File: config.mk
export PLATFORM = sky130hd
export DESIGN_NAME = tx_retry_ctrl
export DESIGN_NICKNAME = d
export VERILOG_FILES = /design/src/rtl/tx_retry_pkg.sv /design/src/rtl/tx_addr_gen.sv /design/src/rtl/tx_coll_counter.sv /design/src/rtl/tx_retry_ctrl.sv
export SDC_FILE = /design/constraint.sdc
export NUM_CORES = 1
export LEC_CHECK = 0
export BUFFER_PORTS_ARGS = -buffer_cell sky130_fd_sc_hd__buf_2
export CAP_MARGIN = 20
export CORE_ASPECT_RATIO = 0.75
export CORE_MARGIN = 2
export CORE_UTILIZATION = 58
export CTS_BUF_LIST = sky130_fd_sc_hd__clkbuf_4 sky130_fd_sc_hd__clkbuf_8 sky130_fd_sc_hd__clkbuf_16
export DETAILED_ROUTE_END_ITERATION = 10
export GPL_TIMING_DRIVEN = 1
export PLACE_DENSITY = 0.85
export SLEW_MARGIN = 20
export SYNTH_ARGS = -nofsm -noshare
export SYNTH_HDL_FRONTEND = slang
export SYNTH_SLANG_ARGS = --single-unit
File: constraint.sdc
create_clock -name clk -period 4.2 [get_ports clk]
set_input_delay 1.05 -clock clk [delete_from_list [all_inputs] [get_ports clk]]
set_output_delay 1.05 -clock clk [all_outputs]
set_load 0.01 [all_outputs]
File: src/rtl/tx_retry_pkg.sv
package tx_retry_pkg;
  typedef enum logic [2:0] {
    ST_IDLE,
    ST_GAP,
    ST_SEND,
    ST_DRAIN,
    ST_BACKOFF
  } tx_state_e;
endpackage

File: src/rtl/tx_addr_gen.sv
module tx_addr_gen #(
  parameter int PAGE_W = 8,
  parameter int CNT_W  = 16,
  parameter int ADDR_W = 16
) (
  input  logic              clk,
  input  logic              rst_n,
  input  logic              load,
  input  logic [PAGE_W-1:0] page_in,
  input  logic [CNT_W-1:0]  count_in,
  input  logic              rewind,
  input  logic              advance,
  output logic [ADDR_W-1:0] addr,
  output logic              last
);
  localparam int LOW_W = ADDR_W - PAGE_W;

  logic [PAGE_W-1:0] page_q;
  logic [CNT_W-1:0]  count_q;
  logic [CNT_W-1:0]  offset_q;

  always_ff @(posedge clk) begin
    if (!rst_n) begin
      page_q   <= '0;
      count_q  <= '0;
      offset_q <= '0;
    end else if (load) begin
      page_q   <= page_in;
      count_q  <= count_in;
      offset_q <= '0;
    end else if (rewind) begin
      offset_q <= '0;
    end else if (advance) begin
      offset_q <= offset_q + 1'b1;
    end
  end

  assign addr = {page_q, {LOW_W{1'b0}}} + ADDR_W'(offset_q);
  assign last = (offset_q == count_q);
endmodule

File: src/rtl/tx_coll_counter.sv
module tx_coll_counter #(
  parameter int MAX_RETRY = 15,
  localparam int CW = $clog2(MAX_RETRY + 1)
) (
  input  logic          clk,
  input  logic          rst_n,
  input  logic          clear,
  input  logic          inc,
  output logic [CW-1:0] count,
  output logic          abort
);
  logic [CW-1:0] count_q;

  assign abort = inc && (count_q == CW'(MAX_RETRY));

  always_ff @(posedge clk) begin
    if (!rst_n)      count_q <= '0;
    else if (clear)  count_q <= '0;
    else if (abort)  count_q <= '0;
    else if (inc)    count_q <= count_q + 1'b1;
  end

  assign count = count_q;
endmodule

File: src/rtl/tx_retry_ctrl.sv
module tx_retry_ctrl #(
  parameter int PAGE_W    = 8,
  parameter int CNT_W     = 16,
  parameter int ADDR_W    = 16,
  parameter int MAX_RETRY = 15,
  localparam int CW = $clog2(MAX_RETRY + 1)
) (
  input  logic              clk,
  input  logic              rst_n,
  input  logic [PAGE_W-1:0] start_page,
  input  logic [CNT_W-1:0]  byte_count,
  input  logic              tx_req_set,
  input  logic              rx_busy,
  input  logic              ifg_done,
  input  logic              backoff_done,
  input  logic              collision,
  input  logic              end_of_frame,
  output logic              rd_valid,
  input  logic              rd_ready,
  output logic [ADDR_W-1:0] rd_addr,
  output logic              fifo_flush,
  output logic              tx_busy,
  output logic              tx_done,
  output logic              stat_ptx,
  output logic              stat_col,
  output logic              stat_abt,
  output logic [CW-1:0]     coll_count
);
  import tx_retry_pkg::*;

  tx_state_e state_q, state_d;
  logic start, coll_hit, abort, last, hs, finish;

  assign start    = tx_req_set && (state_q == ST_IDLE);
  assign coll_hit = collision && ((state_q == ST_SEND) || (state_q == ST_DRAIN));
  assign rd_valid = (state_q == ST_SEND) && !last;
  assign hs       = rd_valid && rd_ready;
  assign finish   = (state_q == ST_DRAIN) && end_of_frame && !coll_hit;
  assign tx_busy  = (state_q != ST_IDLE);

  tx_addr_gen #(.PAGE_W(PAGE_W), .CNT_W(CNT_W), .ADDR_W(ADDR_W)) u_addr (
    .clk(clk), .rst_n(rst_n), .load(start), .page_in(start_page),
    .count_in(byte_count), .rewind(coll_hit), .advance(hs && !coll_hit),
    .addr(rd_addr), .last(last)
  );

  tx_coll_counter #(.MAX_RETRY(MAX_RETRY)) u_coll (
    .clk(clk), .rst_n(rst_n), .clear(start), .inc(coll_hit),
    .count(coll_count), .abort(abort)
  );

  always_comb begin
    state_d = state_q;
    unique case (state_q)
      ST_IDLE:    if (start) state_d = ST_GAP;
      ST_GAP:     if (!rx_busy && ifg_done) state_d = ST_SEND;
      ST_SEND: begin
        if (coll_hit)  state_d = abort ? ST_IDLE : ST_BACKOFF;
        else if (last) state_d = ST_DRAIN;
      end
      ST_DRAIN: begin
        if (coll_hit)          state_d = abort ? ST_IDLE : ST_BACKOFF;
        else if (end_of_frame) state_d = ST_IDLE;
      end
      ST_BACKOFF: if (backoff_done) state_d = ST_GAP;
      default:    state_d = ST_IDLE;
    endcase
  end

  always_ff @(posedge clk) begin
    if (!rst_n) begin
      state_q    <= ST_IDLE;
      fifo_flush <= 1'b0;
      tx_done    <= 1'b0;
      stat_ptx   <= 1'b0;
      stat_col   <= 1'b0;
      stat_abt   <= 1'b0;
    end else begin
      state_q    <= state_d;
      fifo_flush <= coll_hit;
      tx_done    <= finish;
      if (start) begin
        stat_ptx <= 1'b0;
        stat_col <= 1'b0;
        stat_abt <= 1'b0;
      end else begin
        if (finish)   stat_ptx <= 1'b1;
        if (coll_hit) stat_col <= 1'b1;
        if (abort)    stat_abt <= 1'b1;
      end
    end
  end
endmodule

==> summary.md <==
- result of the run: finished clean
- routed wire length: 5730 um
- critical-path cell list: ha_1 -> a21o_1 -> a21oi_1 -> nor2b_1 -> o21a_1 -> o41a_1 -> xnor2_1 -> buf_2
- clk slew on worst S/H paths: 100 ps
- DP HPWL: 4330 um
- cell internal power dissipation: 0.731 mW
- number of clock buffers inserted by TritonCTS: 5
- highest cell delay on the worst timing path: 510 ps
- horizontal die dimension: 82.8 um
- area of the core region: 4470 um2
- detailed-routing iteration count for the pre-antenna-repair pass: 4
- insertion delay of the later-clocked pin in the worst-skew pair: 310 ps
- wire length of the first global-routing pass: 10100 um
- PwrDens: 350 nW/um2
- sequential element share of the synthesized area: 38.5%
- setup bufs post-CTS: 0
- Synth area leaders: sky130_fd_sc_hd__dfxtp_1 39%, sky130_fd_sc_hd__xnor2_1 11%, sky130_fd_sc_hd__nand2_1 8.5%
- CP Depth: 8
- sum of buffers and inverters on the critical path: 1
- Setup TNS Final: 0 ps
- maximum level of the CTS H-tree: 2
- fin crit period: 3410 ps
- proportion of power drawn by the clock network: 28.4%
- portion of synthesized cell area occupied by the leading cell type: 38.5%
- GP Congestion: 0.889
- Hold Violations, Final: 0
- count of cells along the worst hold path: 2
- worst hold path class: flop to flop
- number of instances in the synthesized netlist: 323
- routed metal-1 wirelength: 2900 um
- setup violation total in the final timing report: 0
- # rows: 21
- final worst clock skew: 3.27 ps
- max-slew headroom at the worst pin: 42.2%
- met2 routed WL: 2400 um
- commonest register cell after synthesis: sky130_fd_sc_hd__dfxtp_1
- sequential share of power: 51.8%
- distinct cell type count after synthesis: 44
- drt initial violations: 172
- fraction of layout cells with a size suffix above 1: 20.6%
- worst slack on hold paths: 480 ps
- static power due to leakage: 1.24 nW
- number of synthesized flops with an enable pin: 0
- CTS tree: built
- leading post-synthesis cells by instance count: 61 x sky130_fd_sc_hd__nand2_1, 52 x sky130_fd_sc_hd__dfxtp_1, 34 x sky130_fd_sc_hd__xnor2_1, 33 x sky130_fd_sc_hd__nor2_1, 24 x sky130_fd_sc_hd__a21boi_0
- initial cell density of the core: 60.5%
- worst-case reg-to-reg path depth: 6
- via/cell ratio: 5.38
- Sw Share: 31.4%
- cell with the most instances after synthesis: sky130_fd_sc_hd__nand2_1
- Post-Synthesis Cell Area: 2700 um2
- crit path launch type: flop
- Synthesized Nets: 366
- share of the clock period used by the worst path after layout: 81.2%
- CTS resizes: 0
- Port Buffer Count: 59
- top cell family by delay on the critical path: compound AO/OA/AOI/OAI gates
- overall global routing resource usage: 23.8%
- Num Clock Sinks: 52
- overall overflow remaining after global route: 0
- CTS Root Buffer Type: sky130_fd_sc_hd__clkbuf_8
- highest signal layer in the routed design: met4
- required time worst endpoint: 3150 ps
- Final Max Tran Viols: 0
- RSZ-0062 raised after global routing: no
- kind of end point of the critical path: output pin
- met3 wire length: 369 um
- initial antenna violation count: 0
- share of flip-flops with an asynchronous set or reset: 0%
- DRC Markers: 0
- average cell area after synthesis: 8.37 um2
- Inserted Diodes: 0
- vias after detailed routing: 2294
- hold-fix buffers at CTS: 0
- CP Class: flop to output pin
- total I/O pin count: 60
- transition time at the pin with the least slew margin: 867 ps
- Die Ht: 63.1 um
- post-route ant nets: 0
- number of violations of the max-capacitance limit: 0
- Syn. warnings: 0
- Worst IR Drop VDD: 185 uV
- FF+latch count, synth: 52
- clk buf depth: 2
- critical-path cell with the highest stage delay: sky130_fd_sc_hd__dfxtp_1
- switching pwr: 0.335 mW
- pin count of the biggest net entering global routing: 33
- average routed wire per standard cell: 13.4 um
- cell taking the most area after synthesis: sky130_fd_sc_hd__dfxtp_1
- maximum net fanout on the critical path: 6
- full die area: 5230 um2
- number of nets in the layout: 411
- maximum clock frequency: 0.293 GHz
- proportion of power drawn by combinational gates: 19.8%
- vias in the first global route: 2152
- Worst Path Arrival: 2360 ps
- Layout Area Growth over Synthesis: 12.8%
## sequential cells by signal (all words and copies together) (netlist names)
register,cells
u_coll.count,4
u_addr.offset_q,16
stat_abt,1
state_q,3
stat_ptx,1
u_addr.page_q,8
tx_done,1
stat_col,1
fifo_flush,1
u_addr.count_q,16
## worst reg2reg max path: stages (launching register included)
cell                       delay (ps)
sky130_fd_sc_hd__dfxtp_1          550
sky130_fd_sc_hd__nand2b_4          90
sky130_fd_sc_hd__nor2_2           170
sky130_fd_sc_hd__nand4_2          240
sky130_fd_sc_hd__nor4_2           620
sky130_fd_sc_hd__nand4_1          180
sky130_fd_sc_hd__mux2_1           350
## metal layers
layer	track usage [%]	vias up
li1	-	1167
met1	34.9	1041
met2	35.2	80
met3	4.59	6
met4	7.79	0
met5	0	-
## final cells by class
class                      instances  area, um2
multi-input combinational        241       1500
clock buffer                       5       68.8
tap                               57       71.3
inverter                           7       26.3
clock inverter                     3       27.5
fill                             361       1420
timing repair buffer              61        310
sequential                        52       1040
## power by group through the flow
stage / sequential (mW) / clock, mW / combinational, mW
floorplan: 0.549 / 0 / 0.160
global placement: 0.562 / 0 / 0.206
detailed placement: 0.564 / 0 / 0.210
CTS: 0.552 / 0.306 / 0.211
global route: 0.557 / 0.324 / 0.240
finish: 0.552 / 0.303 / 0.211
## worst paths after layout
| path | from | end | slack, ps |
|---|---|---|---|
| worst min-delay path | stat_abt | stat_abt | 480 |
| worst max register to register | state_q[1] | u_addr.offset_q[15] | 1900 |
| worst max-delay path | u_addr.offset_q[9] | rd_addr[15] | 790 |
| worst min register to register | stat_abt | stat_abt | 480 |
## cells by family after synthesis
logic type,after synthesis,synth area share (%)
and+or+nand+nor,144,25.5
muxes,2,0.787
buffers and inverters,30,5.88
AOI/OAI and AO/OA,49,12.7
xor gates and xnor gates,36,11.7
adders and majority gates,10,4.91
DFF,52,38.5
## per-stage QoR
stage	instance area [um2]	worst slack, ps	instances	total power [mW]	utilization [%]
floorplan	2700	1330	323	0.709	-
global placement	2950	1200	418	0.768	66.1
detailed placement	2950	1110	418	0.773	66.1
CTS	3050	759	426	1.07	68.3
global route	3050	629	426	1.12	68.3
finish	3050	788	426	1.07	68.3
## cells in the final DEF, fill, tap and decap left out, types with 2 or more instances in the layout
master / n
sky130_fd_sc_hd__nor4b_1: 2
sky130_fd_sc_hd__o21ai_0: 3
sky130_fd_sc_hd__clkbuf_8: 5
sky130_fd_sc_hd__buf_2: 59
sky130_fd_sc_hd__a21o_1: 4
sky130_fd_sc_hd__nand2_1: 61
sky130_fd_sc_hd__and4_1: 2
sky130_fd_sc_hd__nor3b_1: 2
sky130_fd_sc_hd__a21oi_1: 9
sky130_fd_sc_hd__nand3_1: 10
sky130_fd_sc_hd__nor4_1: 4
sky130_fd_sc_hd__buf_4: 2
sky130_fd_sc_hd__o21a_1: 2
sky130_fd_sc_hd__xor2_1: 2
sky130_fd_sc_hd__dfxtp_1: 52
sky130_fd_sc_hd__nand4_1: 6
sky130_fd_sc_hd__ha_1: 9
sky130_fd_sc_hd__inv_1: 7
sky130_fd_sc_hd__and2_1: 3
sky130_fd_sc_hd__nor3_1: 10
sky130_fd_sc_hd__nor2b_1: 2
sky130_fd_sc_hd__xnor2_1: 34
sky130_fd_sc_hd__nor2_1: 33
sky130_fd_sc_hd__a21boi_0: 24
Note: power is estimated with default switching activity, not from simulation.
